File: src/rtl/ipi_cmd_pkg.sv
package ipi_cmd_pkg;
    localparam int WORD_W     = 32;
    localparam int VEC_W      = 8;
    localparam int ID_W       = 8;
    localparam int MODE_W     = 3;
    localparam int SH_W       = 2;
    localparam int PAGE_SHIFT = 12;
    localparam int START_W    = VEC_W + PAGE_SHIFT;
    localparam int STATUS_BIT = 12;

    localparam logic [MODE_W-1:0] MODE_FIXED   = 3'd0;
    localparam logic [MODE_W-1:0] MODE_INIT    = 3'd5;
    localparam logic [MODE_W-1:0] MODE_STARTUP = 3'd6;
    localparam logic [SH_W-1:0]   SH_ALL_SELF  = 2'b10;
    localparam logic [ID_W-1:0]   ID_ALL       = '1;

    typedef struct packed {
        logic [ID_W-1:0]    dest;
        logic [VEC_W-1:0]   vector;
        logic [MODE_W-1:0]  mode;
        logic               level;
        logic               asrt;
        logic [SH_W-1:0]    shorthand;
        logic               to_all;
        logic [START_W-1:0] start_addr;
    } ipi_msg_t;

    function automatic ipi_msg_t build_msg(
        input logic [VEC_W-1:0]  vec,
        input logic [MODE_W-1:0] mode,
        input logic              level,
        input logic              asrt,
        input logic [SH_W-1:0]   sh,
        input logic [ID_W-1:0]   dest
    );
        ipi_msg_t m;
        m.vector     = vec;
        m.mode       = mode;
        m.level      = level;
        m.asrt       = asrt;
        m.shorthand  = sh;
        m.to_all     = (sh == SH_ALL_SELF);
        m.dest       = m.to_all ? ID_ALL : dest;
        m.start_addr = (mode == MODE_STARTUP) ? {vec, {PAGE_SHIFT{1'b0}}} : '0;
        return m;
    endfunction
endpackage

File: src/rtl/ipi_cmd_regs.sv
module ipi_cmd_regs
    import ipi_cmd_pkg::*;
#(
    parameter int ADDR_W = 12,
    parameter logic [ADDR_W-1:0] LO_OFFSET = 12'h300,
    parameter logic [ADDR_W-1:0] HI_OFFSET = 12'h310
) (
    input  logic              clk,
    input  logic              rst,
    input  logic              wr,
    input  logic [ADDR_W-1:0] addr,
    input  logic [WORD_W-1:0] wdata,
    input  logic              busy,
    output logic              launch,
    output logic [WORD_W-1:0] hi_word,
    output logic [WORD_W-1:0] rdata
);
    logic [WORD_W-1:0] lo_q;
    logic [WORD_W-1:0] hi_q;

    assign launch  = wr && (addr == LO_OFFSET) && !busy;
    assign hi_word = hi_q;

    always_ff @(posedge clk) begin
        if (rst) begin
            lo_q <= '0;
            hi_q <= '0;
        end else begin
            if (launch) begin
                lo_q             <= wdata;
                lo_q[STATUS_BIT] <= 1'b0;
            end
            if (wr && addr == HI_OFFSET)
                hi_q <= wdata;
        end
    end

    always_comb begin
        rdata = '0;
        if (addr == LO_OFFSET) begin
            rdata             = lo_q;
            rdata[STATUS_BIT] = busy;
        end else if (addr == HI_OFFSET) begin
            rdata = hi_q;
        end
    end
endmodule

File: src/rtl/ipi_cmd_decode.sv
module ipi_cmd_decode
    import ipi_cmd_pkg::*;
(
    input  logic [VEC_W-1:0]  vec,
    input  logic [MODE_W-1:0] mode,
    input  logic              level,
    input  logic              asrt,
    input  logic [SH_W-1:0]   sh,
    input  logic [ID_W-1:0]   dest,
    output ipi_msg_t          msg
);
    assign msg = build_msg(vec, mode, level, asrt, sh, dest);
endmodule

File: src/rtl/ipi_cmd_launch.sv
module ipi_cmd_launch
    import ipi_cmd_pkg::*;
(
    input  logic     clk,
    input  logic     rst,
    input  logic     launch,
    input  ipi_msg_t cmd,
    input  logic     ready,
    output logic     valid,
    output ipi_msg_t msg
);
    always_ff @(posedge clk) begin
        if (rst) begin
            valid <= 1'b0;
            msg   <= '0;
        end else if (launch) begin
            valid <= 1'b1;
            msg   <= cmd;
        end else if (valid && ready) begin
            valid <= 1'b0;
        end
    end
endmodule

File: src/rtl/ipi_cmd_unit.sv
module ipi_cmd_unit
    import ipi_cmd_pkg::*;
#(
    parameter int ADDR_W = 12,
    parameter logic [ADDR_W-1:0] LO_OFFSET = 12'h300,
    parameter logic [ADDR_W-1:0] HI_OFFSET = 12'h310
) (
    input  logic               clk,
    input  logic               rst,
    input  logic               bus_wr,
    input  logic [ADDR_W-1:0]  bus_addr,
    input  logic [WORD_W-1:0]  bus_wdata,
    output logic [WORD_W-1:0]  bus_rdata,
    output logic               msg_valid,
    input  logic               msg_ready,
    output logic [ID_W-1:0]    msg_dest,
    output logic [VEC_W-1:0]   msg_vector,
    output logic [MODE_W-1:0]  msg_mode,
    output logic               msg_level,
    output logic               msg_assert,
    output logic [SH_W-1:0]    msg_shorthand,
    output logic               msg_to_all,
    output logic [START_W-1:0] msg_start_addr
);
    logic              launch;
    logic [WORD_W-1:0] hi_word;
    ipi_msg_t          cmd;
    ipi_msg_t          msg;

    ipi_cmd_regs #(
        .ADDR_W(ADDR_W), .LO_OFFSET(LO_OFFSET), .HI_OFFSET(HI_OFFSET)
    ) u_regs (
        .clk(clk), .rst(rst), .wr(bus_wr), .addr(bus_addr), .wdata(bus_wdata),
        .busy(msg_valid), .launch(launch), .hi_word(hi_word), .rdata(bus_rdata)
    );

    ipi_cmd_decode u_dec (
        .vec  (bus_wdata[VEC_W-1:0]),
        .mode (bus_wdata[10:8]),
        .level(bus_wdata[15]),
        .asrt (bus_wdata[14]),
        .sh   (bus_wdata[19:18]),
        .dest (hi_word[WORD_W-1 -: ID_W]),
        .msg  (cmd)
    );

    ipi_cmd_launch u_launch (
        .clk(clk), .rst(rst), .launch(launch), .cmd(cmd),
        .ready(msg_ready), .valid(msg_valid), .msg(msg)
    );

    assign msg_dest       = msg.dest;
    assign msg_vector     = msg.vector;
    assign msg_mode       = msg.mode;
    assign msg_level      = msg.level;
    assign msg_assert     = msg.asrt;
    assign msg_shorthand  = msg.shorthand;
    assign msg_to_all     = msg.to_all;
    assign msg_start_addr = msg.start_addr;
endmodule

File: config.mk
export PLATFORM = sky130hd
export DESIGN_NAME = ipi_cmd_unit
export DESIGN_NICKNAME = d
export VERILOG_FILES = /design/src/rtl/ipi_cmd_pkg.sv /design/src/rtl/ipi_cmd_regs.sv /design/src/rtl/ipi_cmd_decode.sv /design/src/rtl/ipi_cmd_launch.sv /design/src/rtl/ipi_cmd_unit.sv
export SDC_FILE = /design/constraint.sdc
export NUM_CORES = 1
export LEC_CHECK = 0
export ABC_AREA = 1
export BUFFER_PORTS_ARGS = -buffer_cell sky130_fd_sc_hd__clkbuf_2
export CAP_MARGIN = 25
export CORE_ASPECT_RATIO = 0.8
export CORE_UTILIZATION = 45
export DETAILED_ROUTE_END_ITERATION = 12
export GPL_TIMING_DRIVEN = 0
export PLACE_DENSITY_LB_ADDON = 0.12
export SLEW_MARGIN = 20
export SYNTH_ARGS = -nofsm -noshare
export SYNTH_HDL_FRONTEND = slang
export SYNTH_SLANG_ARGS = --single-unit
File: constraint.sdc
create_clock -name clk -period 1.2 [get_ports clk]
set_input_delay 0.24 -clock clk [delete_from_list [all_inputs] [get_ports clk]]
set_output_delay 0.24 -clock clk [all_outputs]
set_load 0.01 [all_outputs]
# --- Yosys cells after proc, flatten, opt, wreduce, memory -nomap -nowiden ---
# Cells that the tools add are included.
# Widths: inputs -> output; s select.
word_totals:
  register_bits: 108
  word_cells: 27
  inputBits: 48
op_classes:
  n_reduce_logical: 6
  eq_ne: 4
  n_mux: 6
op_table:
  columns: ["cell", "n"]
  rows:
  - ["$mux 32", 2]
  - ["$eq 12x10->1 const B", 2]
  - ["$mux 20", 1]
  - ["$mux 8", 1]
  - ["$logic_and 1x1->1", 4]
  - ["$eq 3x3->1 const B", 1]
  - ["$eq 2x2->1 const B", 1]
  - ["$mux 1", 2]
  - ["$reduce_bool 2->1", 1]
  - ["$logic_not 1->1", 1]

# --- Depth between registers and ports, before layout ---
# Gate-level depths: netlist of run 1.
depth:
  word_depth: 4
  depth_mapped: 10
  depth_no_buf: 9

# --- Cells and area by module ---
# A second synthesis of run 1 with hierarchy kept.
hier_totals:
  cells_unflattened: 902
  hier_area_um2: 5889.4
by_module_without_submodules:
  columns: ["mod", "n_inst", "cells_per_inst", "area_per_inst_um2"]
  rows:
  - ["ipi_cmd_regs", 1, 642, 3766.1]
  - ["ipi_cmd_launch", 1, 195, 1756.7]
  - ["ipi_cmd_decode", 1, 65, 366.6]

# --- Worst setup path before layout of run 1 ---
# No wires, ideal clock.
synth_path:
  kind: "in2out"
  startpoint: "input port bus_addr[3]"
  endpoint: "output port bus_rdata[2]"
  path_buffers: 1
  arrival_ns: 1.190
  path_stages: 6
  setup_slack_ns: -0.230
  required_time_ns: 0.960
  cell_sequence: "nor2_1 > nand2_1 > nor2_4 > nand2_1 > clkbuf_1 > o21ai_0"
synth_via:
  elab_chain_len: 3
synth_lines:
  columns: ["element", "line_no", "rtl"]
  rows:
  - ["start, declared", "ipi_cmd_unit.sv:11", "input logic [ADDR_W-1:0] bus_addr,"]
  - ["$eq 12x10->1", "ipi_cmd_regs.sv:43", "end else if (addr == HI_OFFSET) begin"]
  - ["$mux 32", "ipi_cmd_regs.sv:43", null]
  - ["$mux 32 (*)", "ipi_cmd_regs.sv:40", "if (addr == LO_OFFSET) begin"]
  - ["end, declared", "ipi_cmd_unit.sv:13", "output logic [WORD_W-1:0] bus_rdata,"]
# Every way passes the cells marked *; elsewhere a longest branch is shown, timed or not.

# --- Final worst setup path of run 1 ---
layout_path:
  startpoint: "input port bus_addr[11]"
  endpoint: "output port bus_rdata[31]"
# The elaborated chain is that of the path after synthesis.

==> results.cfg, run 1 <==
[drt]
drt-initial-drc-count = 162
drt-pass1-iter-count = 5
via_count = 3926
vias_per_cell = 4.83
drc_errors = 0
avgRoutedWirePerCell_um = 14.0
wl_mm = 11.4
antenna_left = 0

[synth]
ys_ff_latch = 81
ys_types = 24
synth_area_per_cell_um2 = 6.78
ys_seq_area_share_pct = 44.1
yosysWarnings = 0
synth.cell_area_um2 = 3670
syn_inst = 542

[global_route]
grt.total_usage_pct = 27.2
grt_max_degree = 17
antenna_found_initial = 0
grt-ovfl-total = 0
grt_pass1_wl_mm = 17.7
grt_pass1_vias = 3650

[placed_design]
dp_hpwl_mm = 7.21
port_buffers = 111
gp_congestion = 0.792

[timing]
maxSlewHeadroom_pct = 60.0
grt_setup_unrepaired = yes
period_needed_ns = 1.58
worst_clock_skew_ns = 0.0108
final.period_utilization_pct = 132
finalMaxSlewViolations = 0
finalHoldViolations = 0
fin_ws_ns = -0.384
fmax_ghz = 0.631
worst-slew-pin-transition_ns = 0.596
timing.hold.ws_ns = 0.116
setup_viol = 112

[power_and_ir_drop]
internal_power_w = 0.00405
p_switching_w = 0.00124
pwr-share-clk_pct = 43.3
switching_share_pct = 23.5
p_total_w = 0.00529
p_seq_share_pct = 50.8
p_per_area_nw_per_um2 = 917
p_comb_share_pct = 6.0
power_leakage_nw = 2.78
ir_drop_uv = 728

[flow_run]
maxCapViolations = 0

[outcome]
status = finished with violations
violations = setup timing

[setup_path]
reg2regPathDepth = 7
worstReg2RegEnd = u_launch.msg[15]
crit_path_max_fanout = 6
crit_type = in2out
endpoint_kind = output pin
cp-start-kind = primary input
timing.reg2reg.setup_slack_ns = -0.17
critPathRequiredTime_ns = 0.96
rr_startpoint = u_launch.valid
crit_arrival_ns = 1.34

[clock_tree]
cts.clk_slew.worst_paths_ns = 0.08
cts_root_buf = clkbuf_8
cts_made_buffers = 9
htreeDepth = 3
clock_sinks = 81
cts_tree = built
cts_buffer_depth = 2
clk_latency_ns = 0.36

[floorplanning]
rows = 29
ios = 125
die_w_um = 103
fp.dieH_um = 82.8
core-area_um2 = 7910
die-area_um2 = 8530
start_util_pct = 46.4

[min_path]
hp-start = bus_wdata[12]
hold_class = in2reg
holdPathStages = 3
min_to = u_regs.hi_word[12]

[finish]
utilization_pct = 73.0
final_nets = 748
drive_gt1_share_pct = 42.8
final_common_cell = nand2_1
n_antenna_cell = 0
nFillCells = 635
areaGrowthSynthToFinish_pct = 57.1
layout_common_cells = 106 x nand2_1, 86 x nor2_1, 81 x inv_1, 75 x clkbuf_2, 69 x dfxtp_1
-- cell type report --
class	count	area [um2]	area share [%]
clock buffer	10	138	2.39
buffer	50	520	9.02
clock inverter	6	90.1	1.56
timing repair buffer	137	972	16.8
tap	108	135	2.34
inverter	84	320	5.55
multi-input combinational	337	1960	33.9
sequential	81	1640	28.4
-- kinds of logic after synthesis --
group,after synthesis,synth area share (%)
AOI/OAI and AO/OA,99,14.4
DFF,81,44.1
other,1,0.102
and+or+nand+nor,225,24.5
buffers and inverters,136,16.8
-- cell usage after synthesis --
cell	count	share of area (%)
inv_1	82	8.4
clkbuf_1	18	1.8
buf_4	25	5.1
buf_6	1	0.31
a21oi_1	43	5.9
nor2_1	89	9.1
o21ai_0	31	4.2
nand3_4	1	0.48
o22ai_1	24	4.1
nor3_1	1	0.14
and3_1	1	0.17
nand3_2	1	0.27
or2_2	1	0.17
nand2_1	119	12
inv_2	2	0.20
nand3_1	8	1.1
conb_1	1	0.10
nand2_2	1	0.17
dfxtp_1	81	44
buf_2	5	0.68
a21oi_2	1	0.24
nor2_4	2	0.61
nand4_1	1	0.17
buf_1	3	0.31
-- registers in the layout, summed over array words and instances, names as in the netlist --
name / flops
u_launch.msg: 27
u_launch.valid: 1
u_regs.lo_q: 21
u_regs.hi_word: 32
-- power groups by stage --
stage	registers, W	logic (W)	clock network (W)
after global placement	0.00275	0.000261	0
after floorplan	0.00275	0.000130	0
after global routing	0.00269	0.000345	0.00245
after detailed placement	0.00275	0.000262	0
final	0.00268	0.000317	0.00229
after CTS	0.00269	0.000303	0.00230
-- layer usage --
metal	track usage (%)	wire [um]
met5	0	0
met4	6.91	186
met3	6.65	768
met2	45.0	5510
met1	35.1	4920
-- repair_timing --
item                       CTS  global route
pin swaps                   11             2
setup endpoints to repair   86           124
hold buffers                 0             0
cloned                       9             0
setup buffers               12             7
gates resized for setup     81            90
-- stage by stage --
step	area, um2	worst slack [ns]	instances	setup TNS (ns)
after CTS	5530	-0.406	808	-26.56
after floorplan	4040	-0.124	553	-5.85
final	5770	-0.384	813	-20.10
after global placement	4730	-0.496	772	-40.65
after detailed placement	4730	-0.520	772	-44.20
after global routing	5770	-0.445	813	-28.85
-- how the worst max path moves through the flow --
stage / startpoint / end / depth (start not counted)
after floorplan: bus_addr[11] / bus_rdata[12] / 6
after global placement: bus_addr[11] / bus_rdata[1] / 10
after global routing: bus_addr[11] / bus_rdata[31] / 9
final: bus_addr[11] / bus_rdata[31] / 9
after CTS: bus_addr[0] / bus_rdata[2] / 9
after detailed placement: bus_addr[11] / bus_rdata[0] / 10
-- critical path: stages --
cell	delay, ns
buf_6	0.09
nor2_4	0.09
nand2_2	0.08
nor2_4	0.17
buf_12	0.13
nand2_8	0.08
clkbuf_16	0.19
o22ai_4	0.13
buf_6	0.13
Note: power is estimated with default switching activity, not from simulation.
==> run 2: changes to the inputs <==
--- a/config.mk
+++ b/config.mk
@@ -8,11 +8,11 @@
 export ABC_AREA = 1
 export BUFFER_PORTS_ARGS = -buffer_cell sky130_fd_sc_hd__clkbuf_2
 export CAP_MARGIN = 25
-export CORE_ASPECT_RATIO = 0.8
 export CORE_UTILIZATION = 45
 export DETAILED_ROUTE_END_ITERATION = 12
 export GPL_TIMING_DRIVEN = 0
 export PLACE_DENSITY_LB_ADDON = 0.12
+export REMOVE_ABC_BUFFERS = 1
 export SLEW_MARGIN = 20
 export SYNTH_ARGS = -nofsm -noshare
 export SYNTH_HDL_FRONTEND = slang
==> run 2 against run 1 <==
Net effect:
- hold slack gained 0.0021 ns
- global-route usage rose by 3.2 points
- cell count down 0.37%
- critical path depth unchanged
- sequential share of layout area down 1.6 points
- wire length up 26%
- sequential power is essentially flat
- register-to-register slack improved by 0.02 ns
- the flow still finishes with violations (setup timing)
- largest power group unchanged
- clock power increased by 9.2%
- first-iteration DRC count rose by 41%
- highest routed layer unchanged
==> results.cfg, run 2 (synthesis results as in run 1) <==
[outcome]
status = finished with violations
violations = setup timing

[floorplanning]
die-area_um2 = 8530
ios = 125
die_w_um = 92.4
core-area_um2 = 7810
fp.dieH_um = 92.4
start_util_pct = 47.1
rows = 32

[timing]
final.period_utilization_pct = 133
period_needed_ns = 1.60
grt_setup_unrepaired = yes
worst_clock_skew_ns = 0.00857
tns_ns = -22.03
fin_ws_ns = -0.396
timing.hold.ws_ns = 0.118
finalHoldViolations = 0
setup_viol = 113
maxSlewHeadroom_pct = 34.1
worst-slew-pin-transition_ns = 0.982
finalMaxSlewViolations = 0
fmax_ghz = 0.626

[drt]
avgRoutedWirePerCell_um = 17.7
wl_mm = 14.4
drc_errors = 0
drt-initial-drc-count = 229
antenna_left = 0
vias_per_cell = 5.32
via_count = 4306
drt-pass1-iter-count = 4

[clock_tree]
cts_root_buf = clkbuf_8
clock_sinks = 81
cts_tree = built
cts_buffer_depth = 2
clk_latency_ns = 0.36
htreeDepth = 3
cts.clk_slew.worst_paths_ns = 0.08
cts_made_buffers = 9

[setup_path]
crit_start = bus_addr[2]
slowest_delay_ns = 0.18
crit_family = buffers and inverters
critPathRequiredTime_ns = 0.96
cp_common_cell = buf_6
crit_path_max_fanout = 6
crit_buf_inv = 4
crit_path_top_delay_cell = o22ai_1
rr_startpoint = u_launch.valid
path_cells = buf_6 > nor2_4 > nand2_4 > nor2_4 > buf_6 > buf_6 > nand2_8 > o22ai_1 > buf_2
crit_type = in2out
cp-start-kind = primary input
timing.reg2reg.setup_slack_ns = -0.15
endpoint_kind = output pin
crit_arrival_ns = 1.36
reg2regPathDepth = 5
worstReg2RegEnd = u_launch.msg[36]

[placed_design]
place_area_um2 = 4110
dp_hpwl_mm = 5.36
port_buffers = 112
gp_congestion = 0.751
dp_slack_ns = -1.19

[finish]
layout_common_cells = 95 x nand2_1, 80 x inv_1, 80 x dfxtp_1, 74 x clkbuf_2, 71 x nor2_1
final_nets = 751
fin_area_um2 = 6060
n_antenna_cell = 0
utilization_pct = 77.6
areaGrowthSynthToFinish_pct = 64.9
final_common_cell = nand2_1
nFillCells = 571
drive_gt1_share_pct = 47.0
largest_reg_flops = 32

[global_route]
grt.total_usage_pct = 30.4
grt_pass1_wl_mm = 19.7
grt_max_degree = 65
antenna_found_initial = 0
grt-ovfl-total = 0
grt_pass1_vias = 3784

[power_and_ir_drop]
internal_power_w = 0.00428
p_switching_w = 0.00132
p_seq_share_pct = 48.0
p_per_area_nw_per_um2 = 924
p_comb_share_pct = 7.4
ir_drop_uv = 650
pwr-share-clk_pct = 44.6
switching_share_pct = 23.5
power_leakage_nw = 2.65

[flow_run]
maxCapViolations = 0

[min_path]
min_to = u_regs.hi_word[23]
hold_class = in2reg
hp-start = bus_wdata[23]
holdPathStages = 3
[run 2: how the worst max path moves through the flow]
stage / endpoint / slack, ns / cells past startpoint
CTS: bus_rdata[19] / -0.36 / 9
finish: bus_rdata[10] / -0.40 / 9
global route: bus_rdata[0] / -0.41 / 9
detailed placement: u_launch.msg[36] / -1.19 / 7
global placement: bus_rdata[4] / -1.29 / 7
floorplan: u_regs.hi_word[10] / -0.50 / 6
[run 2: metal layers]
metal / GRT usage [%] / vias up / wire [um]
met4: 9.11 / 0 / 375
met3: 7.22 / 28 / 1350
li1: - / 2007 / -
met2: 51.4 / 235 / 6930
met1: 38.3 / 2036 / 5720
met5: 0 / - / 0
[run 2: stage by stage]
step,total power (W),instances
floorplan,0.00283,501
global placement,0.00295,715
detailed placement,0.00296,715
CTS,0.00544,785
global route,0.00573,810
finish,0.00560,810
[run 2: worst reg2reg max path: stages, from the launching register on]
cell and delay, ns:
dfxtp_2 0.35, nor2_4 0.19, buf_6 0.15, nand3_4 0.15, a21oi_4 0.31, a21oi_2 0.09
[run 2: final cells by class]
type | instances | area (um2) | area share (%)
Timing Repair Buffer | 169 | 1290 | 21.4
Sequential cell | 81 | 1620 | 26.8
Clock inverter | 5 | 103 | 1.69
Inverter | 84 | 337 | 5.56
Tap cell | 102 | 128 | 2.11
Multi-Input combinational cell | 358 | 2430 | 40.2
Clock buffer | 11 | 141 | 2.33
[run 2: power by group through the flow]
stage | logic (W) | clock network, W | registers, W
after floorplan | 0.0000780 | 0 | 0.00275
final | 0.000413 | 0.00250 | 0.00269
after global placement | 0.000203 | 0 | 0.00275
after detailed placement | 0.000206 | 0 | 0.00275
after global routing | 0.000433 | 0.00261 | 0.00269
after CTS | 0.000296 | 0.00246 | 0.00269
[run 2: what timing repair did]
item	CTS	global route
pin swaps	14	32
endpoints found under the setup margin	113	113
resized for setup	79	199
buffers inserted	38	24
gates cloned	17	5
hold buffers	0	0
==> run 3: changes to the inputs <==
--- a/config.mk
+++ b/config.mk
@@ -5,11 +5,12 @@
 export SDC_FILE = /design/constraint.sdc
 export NUM_CORES = 1
 export LEC_CHECK = 0
-export ABC_AREA = 1
+export ABC_AREA = 0
 export BUFFER_PORTS_ARGS = -buffer_cell sky130_fd_sc_hd__clkbuf_2
 export CAP_MARGIN = 25
 export CORE_UTILIZATION = 45
 export DETAILED_ROUTE_END_ITERATION = 12
+export GPL_ROUTABILITY_DRIVEN = 0
 export GPL_TIMING_DRIVEN = 0
 export PLACE_DENSITY_LB_ADDON = 0.12
 export REMOVE_ABC_BUFFERS = 1
==> run 3 against run 2 <==
Net effect:
- the run still ends with setup timing left
- first-iteration DRC count decreased by 60%
- sequential power about the same
- sequential cell count unchanged
- critical endpoint is now bus_rdata[21]
- largest power group unchanged
==> results.cfg, run 3 <==
[global_route]
grt-ovfl-total = 0
grt_pass1_wl_mm = 14.4
grt_max_degree = 64
antenna_found_initial = 0
grt.total_usage_pct = 18.6
grt_pass1_vias = 2998

[finish]
utilization_pct = 59.8
final_nets = 576
areaGrowthSynthToFinish_pct = 28.4
largest_reg_flops = 32
stdcell_count = 641
seqCellArea_um2 = 1630
layout_common_cells = 114 x nand2b_1, 110 x mux2i_1, 80 x dfxtp_1, 78 x clkbuf_2, 32 x buf_2
nFillCells = 767
drive_gt1_share_pct = 33.2
fin_area_um2 = 5240
n_antenna_cell = 0
final_common_cell = nand2b_1
multiInputGateArea_um2 = 2260

[clock_tree]
clk_latency_ns = 0.34
cts_made_buffers = 9
clock_sinks = 81
cts.clk_slew.worst_paths_ns = 0.09
htreeDepth = 3
hold_buffers = 0
cts_root_buf = clkbuf_8
cts_tree = built
cts_buffer_depth = 2

[setup_path]
crit_type = in2out
crit_buf_inv = 3
endpoint_kind = output pin
crit_path_max_fanout = 19
crit_arrival_ns = 1.30
cp-start-kind = primary input
slowest_delay_ns = 0.32
crit_family = simple AND/OR/NAND/NOR gates
path_cells = clkbuf_2 > nor4_4 > nand3_4 > buf_16 > nor2_1 > buf_2
crit_path_top_delay_cell = nor4_4
critPathRequiredTime_ns = 0.96

[drt]
drc_errors = 0
antenna_left = 0
avgRoutedWirePerCell_um = 14.5
drt-initial-drc-count = 91
vias_per_cell = 4.81
via_count = 3084
wl_mm = 9.27
drt-pass1-iter-count = 4

[timing]
setup_viol = 81
finalHoldViolations = 0
fmax_ghz = 0.650
finalMaxSlewViolations = 0
grt_setup_unrepaired = yes
worst_clock_skew_ns = 0.0141
maxSlewHeadroom_pct = 46.2
fin_ws_ns = -0.339
period_needed_ns = 1.54
final.period_utilization_pct = 128
worst-slew-pin-transition_ns = 0.806

[floorplanning]
core-area_um2 = 8760
die_w_um = 97.2
fp.dieH_um = 97.2
ios = 125
rows = 34
die-area_um2 = 9450
start_util_pct = 46.5

[synth]
async_flop_share_pct = 0
syn_inst = 422
ys_ff_latch = 81
yosys-top-cells-count = 114 x nand2b_1, 112 x mux2i_1, 81 x dfxtp_1
synth_edf_count = 0
synth-main-ff-cell = dfxtp_1
ys_types = 21
ys_seq_area_share_pct = 39.8
synth.cell_area_um2 = 4080
yosys.area.top_type_share_pct = 39.8
synth_area_per_cell_um2 = 9.66
yosysTopAreaCell = dfxtp_1
yosysWarnings = 0
synthTopCellsByArea = dfxtp_1 40%, mux2i_1 27%, nand2b_1 17%, buf_4 5.0%, nor2_1 2.9%
yosysMostFrequentCell = nand2b_1

[power_and_ir_drop]
ir_drop_uv = 666
p_per_area_nw_per_um2 = 997
power_leakage_nw = 2.75
p_total_w = 0.00522

[flow_run]
maxCapViolations = 0

[placed_design]
dp_slack_ns = -1.18
place_area_um2 = 4670
dp.cells = 609
port_buffers = 112
dp_hpwl_mm = 5.76

[outcome]
violations = setup timing
status = finished with violations

[min_path]
hold_class = in2reg
==> run 3: cell types whose count changed in the layout (fill, tap and decap cells not counted), sizes merged, moves of 39 or more <==
cell    previous run  this run
nor2              91        32
nand2            126         8
inv               83         0
buf               94        55
a21oi             45         1
mux2i              0       112
nand2b             0       114
==> run 3: worst reg2reg max path: stages, from the launching register on <==
cell     delay (ns)
dfxtp_4        0.37
nor3b_2        0.18
nand4_1        0.29
buf_6          0.26
buf_12         0.14
mux2i_2        0.15
==> run 3: cell families (layout without fill, tap and decap cells) <==
kind of cell	Yosys count	after routing	share of synthesized area (%)
simple gates	164	164	23.3
compound gates	9	9	1.60
flops	81	81	39.8
buf+inv	55	155	7.76
other cells	1	12	0.0920
mux	112	112	27.5
==> run 3: final cells by class <==
| type | count | area share [%] |
|---|---|---|
| multi-input cells | 297 | 43.1 |
| clock buffers | 12 | 2.58 |
| repair buffers | 139 | 19.2 |
| clock inverters | 4 | 1.48 |
| flip-flops and latches | 81 | 31.0 |
| well taps | 108 | 2.58 |
==> run 3: path summary, 6_finish.rpt <==
check | slack [ns] | end | cells after the start | from
setup reg to reg | -0.30 | u_regs.lo_q[7] | 5 | u_launch.valid
setup / recovery | -0.34 | bus_rdata[21] | 6 | bus_addr[7]
hold reg to reg | 0.48 | u_regs.lo_q[13] | 2 | u_regs.lo_q[13]
hold / removal | 0.13 | u_launch.msg[17] | 3 | bus_wdata[5]
==> run 3: what timing repair did <==
item / in CTS / in global routing
gates resized for setup: 14 / 55
cloned: 0 / 4
setup buffers: 12 / 2
pin swaps: 4 / 4
setup endpoints to repair: 113 / 100
==> run 3: stage by stage <==
step	hold WS, ns	TNS (ns)
after global routing	0.116	-27.63
after detailed placement	0.468	-89.89
after global placement	0.460	-337.14
final	0.128	-22.37
after CTS	0.115	-19.77
after floorplan	0.309	-156.15
==> run 3: power breakdown <==
part | switching (W) | total, W | internal (W)
registers | 0.000000146 | 0.00268 | 0.00268
clock network | 0.000996 | 0.00218 | 0.00118
logic | 0.000177 | 0.000356 | 0.000179
==> run 3: metal layers <==
metal,vias to the layer above,track usage (%),routed length [um],part of all wire (%)
met4,0,5.86,75,0.81
li1,1564,-,-,-
met2,88,31.4,4290,46
met3,7,4.75,465,5.0
met5,-,0,0,0
met1,1425,23.3,4450,48
